===== src/rtl/spi_bridge_pkg.sv =====
package spi_bridge_pkg;

  localparam int HDR_BITS  = 24;
  localparam int WORD_BITS = 16;
  localparam int ADDR_BITS = 8;
  localparam int CNT_BITS  = 14;
  localparam int BIT_CNT_W = $clog2(HDR_BITS);

  // Header layout, MSB first on the wire
  typedef struct packed {
    logic                 wr;
    logic                 step;
    logic [CNT_BITS-1:0]  cnt;
    logic [ADDR_BITS-1:0] addr;
  } hdr_t;

  // Address for the next word of a burst
  function automatic logic [ADDR_BITS-1:0] next_addr(
    input logic [ADDR_BITS-1:0] a,
    input logic                 step
  );
    return step ? a + 1'b1 : a;
  endfunction

  // True when no further words remain after the current one
  function automatic logic is_last(input logic [CNT_BITS-1:0] left);
    return left == '0;
  endfunction

endpackage


===== src/rtl/spi_pin_sync.sv =====
module spi_pin_sync #(
  parameter int               WIDTH   = 3,
  parameter int               STAGES  = 2,
  parameter logic [WIDTH-1:0] RST_VAL = '0
) (
  input  logic             clk,
  input  logic             rst_n,
  input  logic [WIDTH-1:0] din,
  output logic [WIDTH-1:0] dout
);

  logic [WIDTH-1:0] stg [STAGES];

  for (genvar s = 0; s < STAGES; s++) begin : g_stage
    if (s == 0) begin : g_first
      always_ff @(posedge clk or negedge rst_n) begin
        if (!rst_n) stg[0] <= RST_VAL;
        else        stg[0] <= din;
      end
    end else begin : g_next
      always_ff @(posedge clk or negedge rst_n) begin
        if (!rst_n) stg[s] <= RST_VAL;
        else        stg[s] <= stg[s-1];
      end
    end
  end

  assign dout = stg[STAGES-1];

endmodule


===== src/rtl/spi_frame_ctrl.sv =====
module spi_frame_ctrl
  import spi_bridge_pkg::*;
(
  input  logic                 clk,
  input  logic                 rst_n,
  input  logic                 sclk_s,
  input  logic                 mosi_s,
  input  logic                 csn_s,
  output logic [ADDR_BITS-1:0] reg_addr,
  output logic [WORD_BITS-1:0] reg_wdata,
  output logic                 reg_wr,
  output logic                 reg_rd,
  output logic                 rd_phase,
  output logic                 sclk_fall,
  output logic                 mid_word,
  output logic                 hdr_done,
  output logic                 hdr_is_rd,
  output logic                 word_done,
  output logic                 frame_done,
  output logic                 burst_step
);

  typedef enum logic [1:0] {ST_HDR, ST_DATA, ST_DONE} st_e;

  st_e                  state;
  logic                 sclk_q;
  logic                 sclk_rise;
  logic [BIT_CNT_W-1:0] bit_cnt;
  logic [HDR_BITS-2:0]  hdr_sr;
  logic [WORD_BITS-2:0] dat_sr;
  hdr_t                 hdr_next;
  logic [WORD_BITS-1:0] word_next;
  logic                 is_wr;
  logic                 step_q;
  logic [CNT_BITS-1:0]  left;
  logic [ADDR_BITS-1:0] cur_addr;

  always_ff @(posedge clk or negedge rst_n) begin
    if (!rst_n) sclk_q <= 1'b0;
    else        sclk_q <= sclk_s;
  end

  assign sclk_rise  = sclk_s & ~sclk_q & ~csn_s;
  assign sclk_fall  = ~sclk_s & sclk_q & ~csn_s;
  assign hdr_next   = hdr_t'({hdr_sr, mosi_s});
  assign word_next  = {dat_sr, mosi_s};
  assign hdr_done   = sclk_rise && (state == ST_HDR) &&
                      (bit_cnt == BIT_CNT_W'(HDR_BITS - 1));
  assign hdr_is_rd  = hdr_done && !hdr_next.wr;
  assign word_done  = sclk_rise && (state == ST_DATA) &&
                      (bit_cnt == BIT_CNT_W'(WORD_BITS - 1));
  assign mid_word   = (state == ST_DATA) && (bit_cnt != '0);
  assign rd_phase   = (state == ST_DATA) && !is_wr;
  assign frame_done = (state == ST_DONE);
  assign burst_step = step_q;

  always_ff @(posedge clk or negedge rst_n) begin
    if (!rst_n) begin
      state     <= ST_HDR;
      bit_cnt   <= '0;
      hdr_sr    <= '0;
      dat_sr    <= '0;
      is_wr     <= 1'b0;
      step_q    <= 1'b0;
      left      <= '0;
      cur_addr  <= '0;
      reg_addr  <= '0;
      reg_wdata <= '0;
      reg_wr    <= 1'b0;
      reg_rd    <= 1'b0;
    end else begin
      reg_wr <= 1'b0;
      reg_rd <= 1'b0;
      if (csn_s) begin
        state   <= ST_HDR;
        bit_cnt <= '0;
      end else if (sclk_rise) begin
        unique case (state)
          ST_HDR: begin
            hdr_sr <= {hdr_sr[HDR_BITS-3:0], mosi_s};
            if (hdr_done) begin
              bit_cnt <= '0;
              state   <= ST_DATA;
              is_wr   <= hdr_next.wr;
              step_q  <= hdr_next.step;
              left    <= hdr_next.cnt;
              if (hdr_next.wr) begin
                cur_addr <= hdr_next.addr;
              end else begin
                reg_addr <= hdr_next.addr;
                reg_rd   <= 1'b1;
                cur_addr <= next_addr(hdr_next.addr, hdr_next.step);
              end
            end else begin
              bit_cnt <= bit_cnt + 1'b1;
            end
          end
          ST_DATA: begin
            dat_sr <= {dat_sr[WORD_BITS-3:0], mosi_s};
            if (word_done) begin
              bit_cnt <= '0;
              if (is_wr) begin
                reg_addr  <= cur_addr;
                reg_wdata <= word_next;
                reg_wr    <= 1'b1;
                cur_addr  <= next_addr(cur_addr, step_q);
              end else if (!is_last(left)) begin
                reg_addr <= cur_addr;
                reg_rd   <= 1'b1;
                cur_addr <= next_addr(cur_addr, step_q);
              end
              if (is_last(left)) state <= ST_DONE;
              else               left  <= left - 1'b1;
            end else begin
              bit_cnt <= bit_cnt + 1'b1;
            end
          end
          default: ;
        endcase
      end
    end
  end

endmodule


===== src/rtl/spi_tx_shift.sv =====
module spi_tx_shift #(
  parameter int W = 16
) (
  input  logic         clk,
  input  logic         rst_n,
  input  logic         load,
  input  logic [W-1:0] load_data,
  input  logic         shift,
  input  logic         enable,
  output logic         miso
);

  logic [W-1:0] tx_sr;

  always_ff @(posedge clk or negedge rst_n) begin
    if (!rst_n)     tx_sr <= '0;
    else if (load)  tx_sr <= load_data;
    else if (shift) tx_sr <= {tx_sr[W-2:0], 1'b0};
  end

  assign miso = enable & tx_sr[W-1];

endmodule


===== src/rtl/spi_reg_bridge.sv =====
module spi_reg_bridge
  import spi_bridge_pkg::*;
#(
  parameter int SYNC_STAGES = 2
) (
  input  logic                 clk,
  input  logic                 rst_n,
  input  logic                 sclk,
  input  logic                 mosi,
  input  logic                 cs_n,
  output logic                 miso,
  output logic [ADDR_BITS-1:0] reg_addr,
  output logic [WORD_BITS-1:0] reg_wdata,
  output logic                 reg_wr,
  output logic                 reg_rd,
  input  logic [WORD_BITS-1:0] reg_rdata
);

  logic [2:0] pins_s;
  logic       sclk_s, mosi_s, csn_s;
  logic       rd_phase, sclk_fall, mid_word;
  logic       hdr_done, hdr_is_rd, word_done, frame_done, burst_step;
  logic       tx_shift;

  spi_pin_sync #(
    .WIDTH  (3),
    .STAGES (SYNC_STAGES),
    .RST_VAL(3'b100)
  ) u_sync (
    .clk  (clk),
    .rst_n(rst_n),
    .din  ({cs_n, mosi, sclk}),
    .dout (pins_s)
  );

  assign sclk_s = pins_s[0];
  assign mosi_s = pins_s[1];
  assign csn_s  = pins_s[2];

  spi_frame_ctrl u_ctrl (
    .clk       (clk),
    .rst_n     (rst_n),
    .sclk_s    (sclk_s),
    .mosi_s    (mosi_s),
    .csn_s     (csn_s),
    .reg_addr  (reg_addr),
    .reg_wdata (reg_wdata),
    .reg_wr    (reg_wr),
    .reg_rd    (reg_rd),
    .rd_phase  (rd_phase),
    .sclk_fall (sclk_fall),
    .mid_word  (mid_word),
    .hdr_done  (hdr_done),
    .hdr_is_rd (hdr_is_rd),
    .word_done (word_done),
    .frame_done(frame_done),
    .burst_step(burst_step)
  );

  assign tx_shift = sclk_fall && mid_word && rd_phase;

  spi_tx_shift #(.W(WORD_BITS)) u_tx (
    .clk      (clk),
    .rst_n    (rst_n),
    .load     (reg_rd),
    .load_data(reg_rdata),
    .shift    (tx_shift),
    .enable   (rd_phase),
    .miso     (miso)
  );

endmodule


===== config.mk =====
export PLATFORM = sky130hd
export DESIGN_NAME = spi_reg_bridge
export DESIGN_NICKNAME = d
export VERILOG_FILES = /design/src/rtl/spi_bridge_pkg.sv /design/src/rtl/spi_pin_sync.sv /design/src/rtl/spi_frame_ctrl.sv /design/src/rtl/spi_tx_shift.sv /design/src/rtl/spi_reg_bridge.sv
export SDC_FILE = /design/constraint.sdc
export NUM_CORES = 1
export LEC_CHECK = 0
export BUFFER_PORTS_ARGS = -buffer_cell sky130_fd_sc_hd__buf_2
export CAP_MARGIN = 0
export CORE_ASPECT_RATIO = 1.2
export CORE_MARGIN = 4
export CORE_UTILIZATION = 35
export DETAILED_ROUTE_END_ITERATION = 12
export HOLD_SLACK_MARGIN = 0.06
export PLACE_DENSITY = 0.62
export SYNTH_ARGS = -nofsm -noshare
export SYNTH_HDL_FRONTEND = slang
export SYNTH_SLANG_ARGS = --single-unit

===== constraint.sdc =====
create_clock -name clk -period 2.75 [get_ports clk]
set_input_delay 0.1375 -clock clk [delete_from_list [all_inputs] [get_ports clk]]
set_output_delay 0.1375 -clock clk [all_outputs]
set_load 0.03 [all_outputs]

* After elaboration in Yosys (flattened, before gate mapping) *
Index checks and enable logic that the tools add are counted.

word-level totals
  flip-flop bits (word level) = 118
  latch bits = 0
  RAM bits = 0
  ROM bits = 0
  bits of input ports = 21
  output and inout bits = 27
  word-level logic and storage cells = 108
  memories kept = 0

operators by class
  add/subtract/negate cells = 4
  multiply operators = 0
  divide/modulo/power cells = 0
  magnitude comparators = 0
  eq/ne operators = 11
  shift-type cells = 0
  multiplexer cells = 44
  bitwise operators = 8
  reduce and logical (&&, ||, !) cells = 25

operators with widths
  operator                 number
  $mux W8                  12
  $mux W14                 3
  $mux W16                 2
  $pmux W8 S2              2
  $pmux W14 S2             1
  $mux W5                  4
  $add A8 B1 Y8 const B    2
  $logic_not A14 Y1        1
  $sub A14 B1 Y14 const B  1
  $mux W1                  12
  $reduce_and A6 Y1        2
  $mux W2                  5
  $pmux W5 S2              1
  $reduce_and A5 Y1        2
  $logic_and A1 B1 Y1      8
  $reduce_and A7 Y1        1
  $ne A2 B2 Y1 const B     3
  $ne A3 B2 Y1 const B     2
  $ne A3 B3 Y1 const B     2
  $reduce_and A3 Y1        2
  $reduce_bool A2 Y1       3
  $add A5 B1 Y5 const B    1
  $and A1 B1 Y1            5
  $eq A5 B4 Y1 const B     1
  12 further kinds         14

* Logic depth before layout (Yosys ltp) *
  depth in word-level cells = 9
  gate-level depth with buffers = 8
  gate-level depth less buffers = 8

* Hierarchy *
A second synthesis with hierarchy kept.

second synthesis, totals
  cell total of the unflattened synthesis = 517
  area, all modules = 5639.2 um^2

by module, submodules not included
  module          times used  cells each  area each (um^2)  sequential area each (um^2)
  spi_frame_ctrl  1           437         4709.5            2402.3
  spi_tx_shift    1           70          748.2             400.4
  spi_pin_sync    1           9           175.2             152.6
  spi_reg_bridge  1           1           6.3               0.0

* Least setup slack after synthesis *
OpenSTA, ideal clock, no wires.

  path type = register -> register
  from = register u_ctrl.bit_cnt[0]
  to = register u_ctrl.reg_wdata[11]
  setup time = 0.125 ns
  data arrival time = 1.950 ns
  data required time = 2.625 ns
  path slack = 0.676 ns
  stages on the path, launching flop included = 8
  buffers on the path = 1
  period minus slack after synthesis = 2.074 ns
  cells stage by stage = dfrtp_1 > ha_1 > and3_1 > ha_1 > and3_1 > nand2_1 > buf_2 > mux2_2

between the ends
  word-level cells in the longest chain between the ends = 3

ends and longest elaborated chain
  what                         line                   text
  start, declared              spi_frame_ctrl.sv:28   logic [BIT_CNT_W-1:0] bit_cnt;
  start signal, assigned       spi_frame_ctrl.sv:95   bit_cnt <= bit_cnt + 1'b1;
  start signal, assigned       spi_frame_ctrl.sv:115  bit_cnt <= bit_cnt + 1'b1;
  $eq A5 B4 Y1                 spi_frame_ctrl.sv:51   (bit_cnt == BIT_CNT_W'(WORD_BITS - 1));
  $logic_and A1 B1 Y1          spi_frame_ctrl.sv:50   assign word_done = sclk_rise && (state == ST_DATA) &&
  $reduce_and A5 Y1 (no line)  n/a
  end signal, assigned         spi_frame_ctrl.sv:104  reg_wdata <= word_next;
  end, declared                spi_frame_ctrl.sv:10   output logic [WORD_BITS-1:0] reg_wdata,

Every way passes these cells.
A chain may end at the register's enable or synchronous reset.

* Worst setup path after layout *
  from = register u_ctrl.bit_cnt[0]
  to = register u_ctrl.cur_addr[0]

between the ends
  word-level cells in the longest chain between the ends = 4
  elaborated cells between the ends (all ways) = 7
  classes of those cells = eq/ne: 4; reduce/logical: 3

ends and longest elaborated chain
  what                                                    line                                        text
  $eq A5 B4 Y1 or $eq A5 B5 Y1 (tied branches)            spi_frame_ctrl.sv:51, spi_frame_ctrl.sv:48
  $logic_and A1 B1 Y1, on equally long branches           spi_frame_ctrl.sv:50, spi_frame_ctrl.sv:47
  $ne A2 B1 Y1 (no line) or $ne A2 B2 Y1 (tied branches)  n/a
  $reduce_and A6 Y1 (no line) *                           n/a
  end signal, assigned                                    spi_frame_ctrl.sv:88                        cur_addr <= hdr_next.addr;
  end signal, assigned                                    spi_frame_ctrl.sv:92                        cur_addr <= next_addr(hdr_next.addr, hdr_next.step);
  end signal, assigned                                    spi_frame_ctrl.sv:106                       cur_addr <= next_addr(cur_addr, step_q);
  end, declared                                           spi_frame_ctrl.sv:36                        logic [ADDR_BITS-1:0] cur_addr;

Mark *: on every way between the ends. The rest lies on a longest branch, timed or not.

==> results by group <==
Critical path
  – Delay-heaviest family, CP: compound AO/OA/AOI/OAI gates
  – Worst path required time: 3040 ps
  – CP Data Arrival Time: 2540 ps
  – Max stage delay cell, worst path: o211ai_2
  – CP max stage delay: 510 ps
  – CP Max Fanout: 17
  – CP Capture Type: flip-flop
  – Crit path kind: reg -> reg
  – CP bufs+invs: 0
  – Critical Path, Cell by Cell: ha_1 -> and3_1 -> ha_1 -> and3_1 -> o211ai_2 -> nor3_1 -> a211o_1
  – Startpoint Class: flip-flop

Timing
  – Final Skew: 6.94 ps
  – # setup viols final: 0
  – RSZ-0062 raised after global routing: no
  – Slew @ Worst Pin: 978 ps
  – Final hold violations: 0
  – Worst rel slew slack: 34.8%
  – Final min period: 2240 ps
  – Final worst setup slack: 507 ps
  – Final Cycle Share: 81.6%
  – Setup_tns: 0 ps
  – Pins Over Slew Limit: 0
  – Fmax: 0.446 GHz

Placed design
  – Setup slack after placement: 513 ps
  – Port Buffers: 47
  – Routability Congestion: 0.900
  – Hpwl dp: 7750 um

Layout
  – Commonest non-fill, non-tap cell in the layout: dfrtp_1
  – FF+latch area: 2960 um^2
  – Area of the multi-input gates: 2400 um^2
  – FILL cells: 1447
  – Share of cells above drive strength 1: 25.7%
  – Commonest cells after routing, fill and taps aside: 116 x dfrtp_1, 53 x nand2_1, 50 x mux2_2, 46 x buf_2, 42 x o21ai_0
  – Area delta synth->final: 22.7%
  – Nets: 590
  – Antenna Diode Count: 0

Global route
  – Global-route wire length before repair: 19900 um
  – Largest net degree at the start of global routing: 63
  – Total GRT Usage: 13.9%
  – Grt ovf: 0
  – Number of global-route vias before repair: 4140
  – Initial antenna violation count: 0

Yosys
  – Post-synthesis register bit count: 118
  – Post-Synthesis Cells: 495
  – Yosys cell types: 62
  – Seq/Total Area, Yosys: 53.7%
  – Netlist Area Pre-Place: 5510 um^2
  – Yosys warns: 0
  – Area contributors post-synth: dfrtp_1 53%, mux2_2 10%, mux2i_1 4.4%
  – Post-synth EDFFs: 0
  – Largest area contributor in the netlist: dfrtp_1
  – Synth top area share: 52.7%
  – Synthesized area per cell: 11.1 um^2
  – Mapped Nets: 523
  – Predominant post-synthesis flop cell: dfrtp_1
  – Async SR Flop Fraction: 100%

Floorplanning
  – Die Height: 145 um
  – Top-level I/O count: 48
  – Initial Util: 36.2%
  – Row Count: 49
  – Full die area: 17800 um^2
  – Core box area: 15200 um^2
  – Die Width: 122 um

Pwr
  – Pwr/cell area: 652 nW/um^2
  – VDD IR-drop max: 0.408 mV
  – Leak pwr: 3.25 nW

CTS
  – Post-CTS Setup Repair Bufs: 0
  – CTS clk-pin slew, worst paths: 50 ps
  – Clock root buffer: clkbuf_16
  – Cts repair resizes: 0
  – Worst skew pair latency: 410 ps
  – Hold Buf Count CTS: 20
  – Deepest clock path buffer count: 2
  – CTS tree: done
  – Cts bufs inserted: 17
  – Clock Sinks: 118
  – H-tree depth: 4

Drt
  – Via count: 4037
  – Final wirelength: 11600 um
  – DRC violations left: 0
  – Antenna viol nets, final: 0
  – Routed vias/inst: 5.18
  – Iter 0 DRT Violations: 244
  – Drt first pass iters: 4
  – Wire per inst: 14.9 um

Outcome
  – Status: finished clean

Run
  – Max Cap Violations: 0

Worst hold path
  – Hold Crit Class: in -> async
==> cells by family after synthesis <==
logic type	share of synthesized area, %
xor+xnor	1.27
flops	53.7
fa+ha+maj	1.59
simple gates	14.1
mux	15.4
compound gates	11.1
buf+inv	2.80
==> metal layers <==
| metal | global-route usage (%) | vias to the layer above | wire length [um] |
|---|---|---|---|
| li1 | - | 1934 | - |
| met4 | 5.04 | 0 | 196 |
| met3 | 4.51 | 22 | 684 |
| met1 | 17.6 | 1975 | 5110 |
| met2 | 22.1 | 106 | 5650 |
| met5 | 0 | - | 0 |
==> cells in the mapped netlist, types with 4 or more instances <==
cell type	count
a21oi_1	19
a22oi_1	4
and3_1	5
buf_2	9
clkbuf_1	13
dfrtp_1	116
ha_1	7
inv_1	8
mux2_1	4
mux2_2	50
mux2i_1	24
nand2_1	53
nand3_1	9
nand4_1	5
nor2_1	26
nor3_1	12
nor4_1	10
nor4b_1	5
o211ai_1	4
o21ai_0	42
xnor2_1	6
==> worst reg2reg max path, cell delays in order (launching register included) <==
cell and delay, ps:
dfrtp_1 420, ha_1 250, and3_1 190, ha_1 220
and3_1 170, o211ai_2 510, nor3_1 90, a211o_1 280
==> sequential cells by signal (all words and copies together), names as in the netlist <==
signal / flops
u_ctrl.dat_sr: 15
u_ctrl.reg_addr: 8
u_ctrl.left: 14
u_ctrl.hdr_sr: 23
u_ctrl.reg_rd: 1
u_sync.stg: 3
u_ctrl.burst_step: 1
u_ctrl.is_wr: 1
u_ctrl.sclk_q: 1
u_ctrl.reg_wdata: 16
u_ctrl.state: 2
u_ctrl.bit_cnt: 5
u_sync.dout: 3
u_ctrl.reg_wr: 1
u_tx.tx_sr: 16
u_ctrl.cur_addr: 8
==> stage by stage <==
step	hold slack (ps)	cell area (um^2)	std cells	power [mW]	utilization (%)
after floorplan	-158	5510	495	2.05	-
after global placement	94.5	5940	727	2.16	39.1
after detailed placement	97.9	5940	727	2.17	39.1
after CTS	209	6750	779	4.46	44.4
after global routing	238	6750	779	4.59	44.4
final	208	6750	779	4.40	44.4
==> area by class of cell <==
type | count | area share, %
tap | 204 | 3.78
sequential | 118 | 43.8
multi-input combinational | 343 | 35.5
clock inverter | 9 | 1.82
inverter | 8 | 0.445
timing repair buffer | 74 | 7.45
clock buffer | 23 | 7.23
==> report_power, final <==
| part | total (mW) | leakage (nW) | internal (mW) | switching [mW] |
|---|---|---|---|---|
| sequential | 1.91 | 1.53 | 1.80 | 0.104 |
| combinational | 0.250 | 1.41 | 0.141 | 0.109 |
| clock | 2.25 | 0.303 | 1.51 | 0.735 |
| total | 4.40 | 3.25 | 3.45 | 0.948 |
==> final timing paths <==
check / from / to / slack [ps] / cells after the start
max: u_ctrl.bit_cnt[0] / u_ctrl.cur_addr[0] / 510 / 7
min: rst_n / u_ctrl.sclk_q / 210 / 2
max reg2reg: u_ctrl.bit_cnt[0] / u_ctrl.cur_addr[0] / 510 / 7
min reg2reg: u_sync.stg[4] / u_sync.dout[1] / 350 / 0
max in group asynchronous: rst_n / u_tx.tx_sr[9] / 1810 / 3
min in group clk: u_sync.stg[4] / u_sync.dout[1] / 350 / 0
(Power assumes the default switching activity.)
